**config.mk**
```make
export PLATFORM = sky130hd
export DESIGN_NAME = spi_word_master
export DESIGN_NICKNAME = d
export VERILOG_FILES = /design/src/rtl/spi_wm_pkg.sv /design/src/rtl/spi_wm_fifo.sv /design/src/rtl/spi_wm_tick.sv /design/src/rtl/spi_wm_shift.sv /design/src/rtl/spi_wm_seq.sv /design/src/rtl/spi_word_master.sv
export SDC_FILE = /design/constraint.sdc
export NUM_CORES = 1
export LEC_CHECK = 0
export CAP_MARGIN = 20
export CELL_PAD_IN_SITES_DETAIL_PLACEMENT = 1
export CELL_PAD_IN_SITES_GLOBAL_PLACEMENT = 1
export CORE_MARGIN = 1.5
export CORE_UTILIZATION = 49
export DETAILED_ROUTE_END_ITERATION = 8
export GPL_TIMING_DRIVEN = 0
export PLACE_DENSITY_LB_ADDON = 0.1
export SYNTH_ARGS = -nofsm -noshare
export SYNTH_HDL_FRONTEND = slang
export SYNTH_SLANG_ARGS = --single-unit
```
**constraint.sdc**
```tcl
create_clock -name clk -period 4.3 [get_ports clk]
set_input_delay 0.43 -clock clk [delete_from_list [all_inputs] [get_ports clk]]
set_output_delay 0.43 -clock clk [all_outputs]
set_load 0.01 [all_outputs]
```
**src/rtl/spi_wm_pkg.sv**
```systemverilog
// Shared widths, entry layout and sequencer states for the word-controlled SPI master.
// Assumes a 16-bit data field and four select lines; entry bit positions are fixed.
package spi_wm_pkg;
    localparam int DATA_W  = 16;
    localparam int NSS     = 4;
    localparam int LEN_W   = $clog2(DATA_W);
    localparam int ENTRY_W = DATA_W + NSS + 2;

    typedef struct packed {
        logic              frame_end;
        logic              xfer_end;
        logic [NSS-1:0]    sel_n;
        logic [DATA_W-1:0] data;
    } tx_entry_t;

    typedef enum logic [1:0] {
        ST_IDLE = 2'd0,
        ST_LOW  = 2'd1,
        ST_HIGH = 2'd2,
        ST_GAP  = 2'd3
    } seq_state_t;
endpackage

```
**src/rtl/spi_wm_fifo.sv**
```systemverilog
// Small synchronous FIFO holding transmit entries.
// Assumes DEPTH is a power of two; pop is only raised when not empty.
module spi_wm_fifo #(
    parameter int W     = 22,
    parameter int DEPTH = 4
) (
    input  logic         clk,
    input  logic         rst_n,
    input  logic         push,
    input  logic [W-1:0] push_data,
    input  logic         pop,
    output logic [W-1:0] head,
    output logic         empty,
    output logic         full
);
    localparam int AW = (DEPTH > 1) ? $clog2(DEPTH) : 1;

    logic [W-1:0]  mem [DEPTH];
    logic [AW-1:0] wptr, rptr;
    logic [AW:0]   count;

    assign empty = (count == '0);
    assign full  = (count == (AW+1)'(DEPTH));
    assign head  = mem[rptr];

    // Storage write port.
    always_ff @(posedge clk) begin
        if (push && !full) begin
            mem[wptr] <= push_data;
        end
    end

    // Pointer and occupancy tracking.
    always_ff @(posedge clk) begin
        if (!rst_n) begin
            wptr  <= '0;
            rptr  <= '0;
            count <= '0;
        end else begin
            if (push && !full) begin
                wptr <= (wptr == AW'(DEPTH-1)) ? '0 : wptr + 1'b1;
            end
            if (pop && !empty) begin
                rptr <= (rptr == AW'(DEPTH-1)) ? '0 : rptr + 1'b1;
            end
            case ({push && !full, pop && !empty})
                2'b10:   count <= count + 1'b1;
                2'b01:   count <= count - 1'b1;
                default: count <= count;
            endcase
        end
    end
endmodule

```
**src/rtl/spi_wm_tick.sv**
```systemverilog
// Half-period tick generator for the serial clock.
// Counts clock cycles while enabled and pulses tick every div+1 cycles; clears when disabled.
module spi_wm_tick #(
    parameter int DIV_W = 8
) (
    input  logic             clk,
    input  logic             rst_n,
    input  logic             en,
    input  logic [DIV_W-1:0] div,
    output logic             tick
);
    logic [DIV_W-1:0] cnt;

    assign tick = en && (cnt == div);

    // Cycle counter restarting on every tick.
    always_ff @(posedge clk) begin
        if (!rst_n || !en) begin
            cnt <= '0;
        end else if (tick) begin
            cnt <= '0;
        end else begin
            cnt <= cnt + 1'b1;
        end
    end
endmodule

```
**src/rtl/spi_wm_shift.sv**
```systemverilog
// Shift engine: aligns the active word so its top bit leaves first, shifts on falling
// edges and collects the sampled input on rising edges. Assumes load, rise and fall are exclusive.
module spi_wm_shift
    import spi_wm_pkg::*;
(
    input  logic              clk,
    input  logic              rst_n,
    input  logic              load,
    input  logic [DATA_W-1:0] load_data,
    input  logic [LEN_W-1:0]  len,
    input  logic              rise,
    input  logic              fall,
    input  logic              miso,
    output logic              mosi,
    output logic              last,
    output logic [DATA_W-1:0] rx_word
);
    logic [DATA_W-1:0] tx_sr;
    logic [DATA_W-1:0] rx_sr;
    logic [LEN_W-1:0]  bits_left;

    assign mosi    = tx_sr[DATA_W-1];
    assign last    = (bits_left == '0);
    assign rx_word = rx_sr;

    // Transmit register and remaining-bit count.
    always_ff @(posedge clk) begin
        if (!rst_n) begin
            tx_sr     <= '0;
            bits_left <= '0;
        end else if (load) begin
            tx_sr     <= load_data << (LEN_W'(DATA_W-1) - len);
            bits_left <= len;
        end else if (fall && !last) begin
            tx_sr     <= tx_sr << 1;
            bits_left <= bits_left - 1'b1;
        end
    end

    // Receive register filled from the low end.
    always_ff @(posedge clk) begin
        if (!rst_n || load) begin
            rx_sr <= '0;
        end else if (rise) begin
            rx_sr <= {rx_sr[DATA_W-2:0], miso};
        end
    end
endmodule

```
**src/rtl/spi_wm_seq.sv**
```systemverilog
// Word sequencer: loads entries, generates sck edges from ticks, applies the select
// controls and runs the end-of-transfer and end-of-frame gaps (two ticks per sck period).
module spi_wm_seq
    import spi_wm_pkg::*;
#(
    parameter int DLY_W = 4
) (
    input  logic             clk,
    input  logic             rst_n,
    input  logic             fifo_empty,
    input  tx_entry_t        head,
    input  logic             tick,
    input  logic             last,
    input  logic [DLY_W-1:0] cfg_xfer_dly,
    input  logic [DLY_W-1:0] cfg_frame_dly,
    output logic             pop,
    output logic             load,
    output logic             rise,
    output logic             fall,
    output logic             busy,
    output logic             sck,
    output logic [NSS-1:0]   sel_act,
    output logic             rx_valid
);
    seq_state_t       state;
    logic             xfer_end_q, frame_end_q;
    logic [DLY_W:0]   gap_sum;
    logic [DLY_W+1:0] gap_left;

    assign busy    = (state != ST_IDLE);
    assign gap_sum = (xfer_end_q  ? {1'b0, cfg_xfer_dly}  : '0)
                   + (frame_end_q ? {1'b0, cfg_frame_dly} : '0);

    // Edge strobes decoded from state and tick.
    always_comb begin
        pop  = 1'b0;
        load = 1'b0;
        rise = 1'b0;
        fall = 1'b0;
        case (state)
            ST_IDLE: begin
                pop  = !fifo_empty;
                load = !fifo_empty;
            end
            ST_LOW:  rise = tick;
            ST_HIGH: fall = tick;
            default: ;
        endcase
    end

    // State, clock level, selects and gap countdown.
    always_ff @(posedge clk) begin
        if (!rst_n) begin
            state       <= ST_IDLE;
            sck         <= 1'b0;
            sel_act     <= '0;
            xfer_end_q  <= 1'b0;
            frame_end_q <= 1'b0;
            gap_left    <= '0;
            rx_valid    <= 1'b0;
        end else begin
            rx_valid <= 1'b0;
            case (state)
                ST_IDLE: begin
                    if (load) begin
                        sel_act     <= ~head.sel_n;
                        xfer_end_q  <= head.xfer_end;
                        frame_end_q <= head.frame_end;
                        state       <= ST_LOW;
                    end
                end
                ST_LOW: begin
                    if (tick) begin
                        sck   <= 1'b1;
                        state <= ST_HIGH;
                    end
                end
                ST_HIGH: begin
                    if (tick) begin
                        sck <= 1'b0;
                        if (last) begin
                            rx_valid <= 1'b1;
                            if (xfer_end_q) begin
                                sel_act <= '0;
                            end
                            if (gap_sum != '0) begin
                                gap_left <= {gap_sum, 1'b0};
                                state    <= ST_GAP;
                            end else begin
                                state <= ST_IDLE;
                            end
                        end else begin
                            state <= ST_LOW;
                        end
                    end
                end
                default: begin
                    if (tick) begin
                        gap_left <= gap_left - 1'b1;
                        if (gap_left == (DLY_W+2)'(1)) begin
                            state <= ST_IDLE;
                        end
                    end
                end
            endcase
        end
    end
endmodule

```
**src/rtl/spi_word_master.sv**
```systemverilog
// Top level of the word-controlled SPI master (mode 0).
// Assumes configuration inputs are held stable while words are in flight.
module spi_word_master
    import spi_wm_pkg::*;
#(
    parameter int FIFO_DEPTH = 4,
    parameter int DIV_W      = 8,
    parameter int DLY_W      = 4
) (
    input  logic               clk,
    input  logic               rst_n,
    input  logic               wr_valid,
    input  logic [ENTRY_W-1:0] wr_entry,
    output logic               wr_ready,
    input  logic [LEN_W-1:0]   cfg_len,
    input  logic [DIV_W-1:0]   cfg_div,
    input  logic [NSS-1:0]     cfg_ss_pol,
    input  logic [DLY_W-1:0]   cfg_xfer_dly,
    input  logic [DLY_W-1:0]   cfg_frame_dly,
    output logic               sck,
    output logic               mosi,
    input  logic               miso,
    output logic [NSS-1:0]     ss_pin,
    output logic               rx_valid,
    output logic [DATA_W-1:0]  rx_data
);
    logic [ENTRY_W-1:0] head_bits;
    tx_entry_t          head;
    logic               fifo_empty, fifo_full;
    logic               pop, load, rise, fall, busy, tick, last;
    logic [NSS-1:0]     sel_act;

    assign head     = tx_entry_t'(head_bits);
    assign wr_ready = !fifo_full;

    // Map each logical select onto its pin polarity.
    for (genvar i = 0; i < NSS; i++) begin : g_sel_pin
        assign ss_pin[i] = cfg_ss_pol[i] ? sel_act[i] : ~sel_act[i];
    end

    spi_wm_fifo #(.W(ENTRY_W), .DEPTH(FIFO_DEPTH)) u_fifo (
        .clk       (clk),
        .rst_n     (rst_n),
        .push      (wr_valid),
        .push_data (wr_entry),
        .pop       (pop),
        .head      (head_bits),
        .empty     (fifo_empty),
        .full      (fifo_full)
    );

    spi_wm_tick #(.DIV_W(DIV_W)) u_tick (
        .clk   (clk),
        .rst_n (rst_n),
        .en    (busy),
        .div   (cfg_div),
        .tick  (tick)
    );

    spi_wm_seq #(.DLY_W(DLY_W)) u_seq (
        .clk           (clk),
        .rst_n         (rst_n),
        .fifo_empty    (fifo_empty),
        .head          (head),
        .tick          (tick),
        .last          (last),
        .cfg_xfer_dly  (cfg_xfer_dly),
        .cfg_frame_dly (cfg_frame_dly),
        .pop           (pop),
        .load          (load),
        .rise          (rise),
        .fall          (fall),
        .busy          (busy),
        .sck           (sck),
        .sel_act       (sel_act),
        .rx_valid      (rx_valid)
    );

    spi_wm_shift u_shift (
        .clk       (clk),
        .rst_n     (rst_n),
        .load      (load),
        .load_data (head.data),
        .len       (cfg_len),
        .rise      (rise),
        .fall      (fall),
        .miso      (miso),
        .mosi      (mosi),
        .last      (last),
        .rx_word   (rx_data)
    );
endmodule

```
==> impl_metrics.toml, run 1 <==
[layout]
antennaDiodeCount = 0
drive_gt1_share_pct = 11.40
fin_util_pct = 62.05
nFillCells = 1395
syn2layout_area_growth_pct = 22.18
finalNetCount = 755

[floorplanning]
initial_core_util_pct = 50.78
num_rows = 43
core_area_um2 = 14100
die_height_um = 123.9
die_w_um = 123.9
die_area_um2 = 15340
ios = 74

[synthesis]
yosys.area.top_type = "edfxtp_1"
synth_top_cell_area_share_pct = 36.92
synthCells = 595
ys_seq_elements = 157
yosysWarnings = 0
ys_types = 62
synth-async-reset-ratio_pct = 0
synth_edf_count = 88
avgSynthCellArea_um2 = 12.03
synthFlopType = "edfxtp_1"
netlist_area_um2 = 7158
ys_top_cells_by_area = "edfxtp_1 37%, dfxtp_1 19%, mux4_2 3.8%, mux4_1 3.7%, nand2_1 3.5%"
synthesis.nets = 661
ys_seq_area_share_pct = 56.21

[min_path]
hold_class = "flip-flop to flip-flop"

[cts]
hold_buffers = 0
clk-insertion-delay-late_ns = 0.44
cts_setup_buffers = 0
clock-sinks = 157
post_cts_resized = 0
cts_max_path_buffers = 2
cts_tree = "done"
numCtsBuffers = 17
clk_pin_slew_worst_paths_ns = 0.07
h-tree-depth = 4
root_buffer = "clkbuf_16"

[global_route]
overflow = 0
grt_pass1_wl_mm = 29.61
grt_pass1_vias = 5519
grt_usage_pct = 26.14
antenna_found_initial = 0
grt_max_degree = 19

[power_and_ir_drop]
power_leakage_nw = 3.123
power.total_w = 0.004733
p_per_area_nw_per_um2 = 541.2
ir_drop_mv = 0.4445

[drt]
via_count = 5134
drt_first_pass_iters = 4
ant_nets = 0
vias_per_cell = 5.821
wl_per_cell_um = 20.95
wirelength_mm = 18.48
drc = 0
dr.first_iter.drc_count = 345

[worst_setup_path]
cp-start-kind = "flip-flop"
cp_slowest_stage_delay_ns = 0.46
criticalPathCategory = "flip-flop to flip-flop"
crit_arrival_ns = 3.51
cp_cell_sequence = "nor3_1 -> or3_1 -> buf_2 -> clkinv_1 -> buf_1 -> ha_1 -> inv_1 -> fa_1 -> xor2_1 -> or3_1 -> a21oi_1"
cpMaxStageDelayCell = "buf_1"
required_ns = 4.66
critPathCaptureType = "flip-flop"
path_max_fanout = 10
path_common_cell = "or3_1"

[outcome]
status = "complete, no violations"

[sta]
whs_ns = 0.4700
setup_violations = 0
skew_ns = 0.01948
slew_headroom_pct = 55.31
fin_crit_sh_pct = 73.10
maxSlewViolCount = 0
tns_ns = 0
hold_violations = 0
post-route-min-period_ns = 3.143
max_freq_mhz = 318.1
worst_slew_pin_slew_ns = 0.6689
rsz0062_at_grt = "no"

[place]
io_buffers = 71
gp_congestion = 0.8831
dp.final_hpwl_mm = 13.01

[run]
maxCapViolations = 0
## registers in the layout, indices dropped and copies added, names as in the netlist, 3 cells and up, named ones only
| signal | flops |
|---|---|
| u_shift.bits_left | 4 |
| u_shift.rx_word | 16 |
| u_tick.cnt | 8 |
| u_fifo.mem | 88 |
| u_seq.sel_act | 4 |
| u_seq.gap_left | 6 |
| u_shift.tx_sr | 16 |
| u_fifo.count | 3 |
## stage by stage
stage / instance area [um^2] / setup WS, ns / std cells
after floorplan: 7158 / 1.720 / 595
after global placement: 8094 / 1.098 / 846
after detailed placement: 8167 / 1.087 / 850
after CTS: 8746 / 1.161 / 882
after global routing: 8746 / 0.9529 / 882
final: 8746 / 1.157 / 882
## worst max-delay path: cells and delay by family, from the launching register on
| family | cells | cell delay [ns] |
|---|---|---|
| AO/OA/AOI/OAI | 1 | 0.14 |
| XOR/XNOR | 1 | 0.16 |
| adder cells (fa/ha/maj) | 2 | 0.67 |
| buffers and inverters | 4 | 0.94 |
| flip-flops | 1 | 0.38 |
| AND/OR/NAND/NOR | 3 | 0.77 |
## area by class of cell
class                      count  area (um^2)  area share, %
clock inverter                15        153.9          1.760
tap                          180        225.2          2.575
clock buffer                  17        425.4          4.864
inverter                      19        71.32         0.8155
sequential                   157         4024          46.01
timing repair buffer          75        783.3          8.956
multi-input combinational    392         2937          33.58
buffer                        27        126.4          1.445
## path summary, 6_finish.rpt
check,from,end,slack [ns],cells past startpoint
max,u_fifo.count[0],u_fifo.count[2],1.16,11
min,u_shift.rx_word[3],u_shift.rx_word[4],0.47,2
max reg2reg,u_fifo.count[0],u_fifo.count[2],1.16,11
min reg2reg,u_shift.rx_word[3],u_shift.rx_word[4],0.47,2
## placed cells by master, fill, tap and decap left out, types with 3 or more instances in the layout
cell type,count
edfxtp_1,88
clkdlybuf4s50_1,71
dfxtp_1,69
nand2_1,67
nor2_1,46
a21oi_1,45
mux2i_1,21
o21ai_0,18
clkbuf_16,17
inv_1,16
clkbuf_1,16
xor2_1,14
ha_1,14
mux4_2,12
and2_1,11
nand3_1,11
nor3_1,10
xnor2_1,10
mux4_1,10
mux2_2,9
buf_2,8
and3_1,8
a31oi_1,8
inv_8,8
o211ai_1,7
o22ai_1,6
a211oi_1,5
inv_6,5
or3_1,4
clkinv_1,4
nor4_1,4
o311ai_0,4
a21o_1,4
o31ai_1,4
nand4_1,3
nor3b_1,3
buf_8,3
## kinds of logic (layout without fill, tap and decap cells)
group,after synthesis,count (layout),synth area share (%)
AO/OA/AOI/OAI,118,118,10.42
XOR/XNOR,24,24,2.937
adder cells (fa/ha/maj),16,16,3.007
buffers and inverters,46,153,2.762
flip-flops,157,157,56.21
multiplexers,55,55,12.53
AND/OR/NAND/NOR,179,179,12.13
## Yosys cell counts (3+ instances only)
| cell type | n |
|---|---|
| a21oi_1 | 45 |
| o211ai_1 | 7 |
| and2_1 | 11 |
| or3_1 | 4 |
| mux2_2 | 9 |
| o21ai_0 | 18 |
| nor3_1 | 10 |
| a211oi_1 | 5 |
| o22ai_1 | 6 |
| mux4_2 | 12 |
| clkbuf_1 | 16 |
| xor2_1 | 14 |
| nand3_1 | 11 |
| clkinv_1 | 3 |
| ha_1 | 14 |
| and3_1 | 8 |
| mux2i_1 | 21 |
| o31ai_1 | 4 |
| nand2_1 | 67 |
| xnor2_1 | 10 |
| nand4_1 | 3 |
| mux4_1 | 10 |
| buf_2 | 8 |
| nor2_1 | 46 |
| dfxtp_1 | 69 |
| nor3b_1 | 3 |
| inv_1 | 16 |
| a21o_1 | 4 |
| o311ai_0 | 4 |
| edfxtp_1 | 88 |
| nor4_1 | 4 |
| a31oi_1 | 8 |
## power breakdown
group          total, W  internal [W]  switching [W]
clock           0.00149      0.000782       0.000710
sequential      0.00189       0.00177       0.000112
combinational   0.00136      0.000560       0.000795
total           0.00473       0.00312        0.00162
## layer usage
metal,up-vias,routed length (um),GRT usage [%]
met2,132,9541,45.44
met4,0,307,9.626
met5,-,0,0
met1,2554,7832,32.35
li1,2415,-,-
met3,33,794,5.128
(Power assumes the default switching activity.)
==> run 2: changes to the inputs <==
- CORE_UTILIZATION: 49 -> 41
- clock period: 4.3 -> 2.55 ns (I/O delays scaled with it)
==> run 2 against run 1 <==
  * Sequential power rose by 68%
  * Sequential share of layout area fell by 0.81 points
  * Final cell count rose by 5.1%
  * Routed wire length fell by 3.6%
  * Combinational power rose by 76%
  * Register-to-register slack got worse by 1.1 ns
  * Cell area rose by 2.0%
  * Non-clock buffer count rose by 1
  * Critical path type unchanged
  * Critical endpoint unchanged
==> impl_metrics.toml, run 2 (synthesis results as in run 1) <==
[outcome]
status = "complete, no violations"

[floorplanning]
ios = 74
core_area_um2 = 17180
die_height_um = 135.1
die_area_um2 = 18260
num_rows = 48
die_w_um = 135.1
initial_core_util_pct = 41.67

[layout]
drive_gt1_share_pct = 13.68
most-common-layout-cells = "88 x edfxtp_1, 71 x clkdlybuf4s50_1, 67 x nand2_1"
syn2layout_area_growth_pct = 24.58
final_common_cell = "edfxtp_1"
fin_util_pct = 51.92
regMostFlops = "u_fifo.mem"
finalNetCount = 756
largest_reg_flops = 88
antennaDiodeCount = 0

[worst_setup_path]
critPathCaptureType = "flip-flop"
cp-start-kind = "flip-flop"
criticalPathCategory = "flip-flop to flip-flop"
crit_arrival_ns = 2.80
required_ns = 2.89
path_max_fanout = 10

[drt]
wl_per_cell_um = 19.20
ant_nets = 0
drt_first_pass_iters = 4
dr.first_iter.drc_count = 242
vias_per_cell = 5.456
via_count = 5058
drc = 0
wirelength_mm = 17.80

[min_path]
hold_class = "input port to flip-flop"

[run]
maxCapViolations = 0

[global_route]
antenna_found_initial = 0
grt_pass1_vias = 5386
grt_pass1_wl_mm = 28.99
grt_max_degree = 17
grt_usage_pct = 20.68
overflow = 0

[cts]
hold_buffers = 0
clk_pin_slew_worst_paths_ns = 0.06
clk-insertion-delay-late_ns = 0.42
clock-sinks = 157
numCtsBuffers = 17
root_buffer = "clkbuf_16"
cts_tree = "done"
cts_max_path_buffers = 2
h-tree-depth = 4

[sta]
worst_slew_pin_slew_ns = 0.6890
max_freq_mhz = 407.0
skew_ns = 0.01090
slew_headroom_pct = 53.86
maxSlewViolCount = 0
hold_violations = 0
fin_crit_sh_pct = 96.35
setup_violations = 0
post-route-min-period_ns = 2.457

[power_and_ir_drop]
power_leakage_nw = 3.145
ir_drop_mv = 0.5712
power.total_w = 0.008067
p_per_area_nw_per_um2 = 904.7

[place]
gp_congestion = 0.8903
io_buffers = 71
dp.final_hpwl_mm = 12.64
run 2: cell count changes in the layout (fill, tap and decap cells not counted), sizes merged:
cell      previous run  this run
buf                 15        14
bufinv               0         1
clkbuf              33        35
clkinv               5         6
clkinvlp             0         2
inv                 29        24
run 2: final cells by class:
cell class	instances	area [um^2]
timing repair buffer	77	835.8
buffer	26	143.9
inverter	19	83.83
multi-input combinational	392	2969
fill	1794	8259
clock buffer	17	425.4
clock inverter	14	147.6
tap	225	281.5
sequential	157	4030
run 2: per-stage QoR:
stage                     hold slack (ns)  cell area, um^2  setup WS (ns)  setup TNS [ns]  cells
after floorplan                    0.3539             7159        0.09576               0    595
after global placement             0.4444             8152        -0.4318          -2.973    891
after detailed placement           0.4567             8262        -0.5006          -3.444    895
after CTS                          0.3796             8885       0.002170               0    927
after global routing               0.4026             8917       -0.01199        -0.01199    927
final                              0.3877             8917        0.09314               0    927
run 2: path summary, 6_finish.rpt:
check,startpoint,end,slack (ns),cells past startpoint
worst max-delay path,u_fifo.count[0],u_fifo.count[2],0.09,11
worst min-delay path,miso,u_shift.rx_word[0],0.39,3
worst max register to register,u_fifo.count[0],u_fifo.count[2],0.09,11
worst min register to register,u_shift.rx_word[15],u_shift.rx_word[15],0.46,2
run 2: power breakdown:
group          internal, W  switching (W)  total [W]
logic              0.00105        0.00135    0.00240
registers          0.00300       0.000183    0.00318
clock network      0.00138        0.00111    0.00249
run 2: timing repair:
item / in CTS / in global routing
gates cloned: 0 / 0
pin swaps: 1 / 0
endpoints found under the hold margin: 0 / 0
setup endpoints to repair: 10 / 11
buffers inserted: 1 / 1
resized for setup: 14 / 13
run 2: per-layer routing:
metal | track usage (%) | share of wire (%) | up-vias
met4 | 7.288 | 1.6 | 0
met3 | 3.068 | 2.4 | 22
li1 | - | - | 2428
met1 | 26.67 | 45 | 2536
met5 | 0 | 0 | -
met2 | 35.54 | 51 | 72
run 2: worst max-delay path, stage by stage, from the launching register on:
cell	delay, ns
dfxtp_2	0.35
nor3_1	0.07
or3_4	0.33
buf_6	0.16
clkinv_8	0.08
buf_8	0.14
ha_2	0.19
inv_1	0.05
fa_1	0.37
xor2_1	0.16
or3_1	0.34
a21oi_2	0.15
==> run 3: changes to the inputs <==
- ABC_AREA: unset -> 1
- CORE_UTILIZATION: 41 -> 43
- clock period: 2.55 -> 2.6 ns (I/O delays scaled with it)
==> run 3 against run 2 <==
  * Non-clock buffer count grew 8
  * Clock power grew 7%
  * Cell area grew 1.4%
  * Global-route usage grew 3.8 points
  * Critical path type unchanged
  * Area after synthesis grew 2.6%
  * Critical endpoint is now u_seq.gap_left[4]
  * Clock-buffer cell count grew 3
  * Worst hold slack lost 0.050 ns
  * Die area shrank 2.1%
  * Sequential share of layout area shrank 0.70 points
  * Critical path depth grew 2
  * Clock skew grew 0.0029 ns
==> impl_metrics.toml, run 3 <==
[outcome]
status = "complete, no violations"

[cts]
cts_tree = "done"
clk-insertion-delay-late_ns = 0.44
cts_setup_buffers = 0
hold_buffers = 0
h-tree-depth = 4
clock-sinks = 157
root_buffer = "clkbuf_16"
numCtsBuffers = 17
clk_pin_slew_worst_paths_ns = 0.07
cts_max_path_buffers = 2

[synthesis]
netlist_area_um2 = 7343
ys_types = 39
ys_top_cells_by_area = "edfxtp_1 36%, dfxtp_1 19%, nand2_1 10%, nand3_1 7.7%, nor2_1 4.0%"
avgSynthCellArea_um2 = 8.701
synthFlopType = "edfxtp_1"
synth_most_common_cell = "nand2_1"
synthesis.nets = 910
synth_edf_count = 88
synth-async-reset-ratio_pct = 0
ys_seq_area_share_pct = 54.80
synth_top_cell_area_share_pct = 35.99
ys_seq_elements = 157
yosysWarnings = 0
synthCells = 844
netlist_top_cells_count = "198 x nand2_1, 113 x nand3_1, 88 x edfxtp_1"
yosys.area.top_type = "edfxtp_1"

[layout]
stdcell_count = 1169
nFillCells = 1934
antennaDiodeCount = 0
fin_util_pct = 54.34
most-common-layout-cells = "198 x nand2_1, 113 x nand3_1, 88 x edfxtp_1"
largest_reg_flops = 88
ff_latch_area_um2 = 4024
syn2layout_area_growth_pct = 23.16
regMostFlops = "u_fifo.mem"
drive_gt1_share_pct = 9.062
multi_input_area_um2 = 2889
final_common_cell = "nand2_1"
finalNetCount = 1002

[drt]
ant_nets = 0
wl_per_cell_um = 17.93
drc = 0
dr.first_iter.drc_count = 425
wirelength_mm = 20.96
vias_per_cell = 5.355
drt_first_pass_iters = 4
via_count = 6260

[sta]
maxSlewViolCount = 0
rsz0062_at_grt = "no"
tns_ns = 0
postLayoutSetupSlackWorst_ns = 0.1910
max_freq_mhz = 415.1
hold_violations = 0
post-route-min-period_ns = 2.409
slew_headroom_pct = 43.36
skew_ns = 0.01378
worst_slew_pin_slew_ns = 0.8486
setup_violations = 0
fin_crit_sh_pct = 92.65

[global_route]
grt_max_degree = 17
grt_pass1_vias = 6633
grt_usage_pct = 24.53
overflow = 0
grt_pass1_wl_mm = 33.86
antenna_found_initial = 0

[place]
io_buffers = 70
gp_congestion = 0.8776
dp.cells = 1138
dp.final_hpwl_mm = 15.12
dp_slack_ns = -0.1120

[floorplanning]
die_height_um = 133.7
die_w_um = 133.7
ios = 74
initial_core_util_pct = 44.12
num_rows = 47
die_area_um2 = 17870
core_area_um2 = 16640

[worst_setup_path]
cp_slowest_stage_delay_ns = 0.41
cp_cell_sequence = "nand2_1 -> inv_1 -> ha_1 -> fa_1 -> a21oi_1 -> o21bai_1 -> nor2_1 -> nand2_1 -> nand2_1 -> nand2_1 -> nand2_4 -> o21ai_0 -> a21oi_1"
path_common_cell = "nand2_1"
path_max_fanout = 8
critPathCaptureType = "flip-flop"
cpMaxStageDelayCell = "fa_1"
cp-start-kind = "flip-flop"
required_ns = 2.96
criticalPathCategory = "flip-flop to flip-flop"
crit_arrival_ns = 2.77

[power_and_ir_drop]
power.total_w = 0.008919
ir_drop_mv = 0.4657
p_per_area_nw_per_um2 = 986.2
power_leakage_nw = 3.613

[min_path]
hold_class = "input port to flip-flop"

[run]
maxCapViolations = 0
[run 3: path summary, 6_finish.rpt]
kind,to,start,slack [ns],cells past startpoint
worst max-delay path,u_seq.gap_left[4],u_seq.xfer_end_q,0.19,13
worst min-delay path,u_shift.tx_sr[4],cfg_len[2],0.34,4
worst max register to register,u_seq.gap_left[4],u_seq.xfer_end_q,0.19,13
worst min register to register,u_fifo.count[0],u_fifo.count[0],0.45,1
[run 3: per-layer routing]
metal	wire length (um)	track usage (%)
met1	9317	31.29
met2	10510	42.17
met3	792	4.604
met4	342	7.850
met5	0	0
[run 3: critical path, delay by kind of cell (launching register included)]
kind / cells / cell delay (ns)
and+or+nand+nor: 6 / 0.70
buffers and inverters: 1 / 0.04
DFF: 1 / 0.38
adders and majority gates: 2 / 0.63
AOI/OAI and AO/OA: 4 / 0.57
[run 3: timing repair]
| item | 4_1_cts | 5_1_grt |
|---|---|---|
| gates resized for setup | 0 | 1 |
| endpoints found under the hold margin | 0 | 0 |
| setup endpoints to repair | 0 | 2 |
[run 3: kinds of logic after synthesis]
family,after synthesis,share of synthesized area (%)
AOI/OAI and AO/OA,134,9.661
xor gates and xnor gates,19,2.266
adders and majority gates,16,2.931
buffers and inverters,104,6.066
DFF,157,54.80
and+or+nand+nor,414,24.28
[run 3: area by class of cell]
cell class / count / area share, %
buffer: 37 / 2.103
clock buffer: 20 / 5.410
clock inverter: 12 / 1.550
inverter: 66 / 2.767
multi-input combinational: 583 / 31.95
sequential: 157 / 44.49
tap: 220 / 3.044
timing repair buffer: 74 / 8.688
[run 3: stage by stage]
step | cell area [um^2] | hold slack [ns]
after floorplan | 7343 | 0.3589
after global placement | 8319 | 0.4415
after detailed placement | 8414 | 0.4506
after CTS | 9044 | 0.3200
after global routing | 9044 | 0.3671
final | 9044 | 0.3375
[run 3: power breakdown]
| part | switching (W) | internal [W] | leakage (nW) |
|---|---|---|---|
| clock network | 0.00109 | 0.00158 | 0.315 |
| registers | 0.000184 | 0.00300 | 1.37 |
| logic | 0.00203 | 0.00103 | 1.93 |
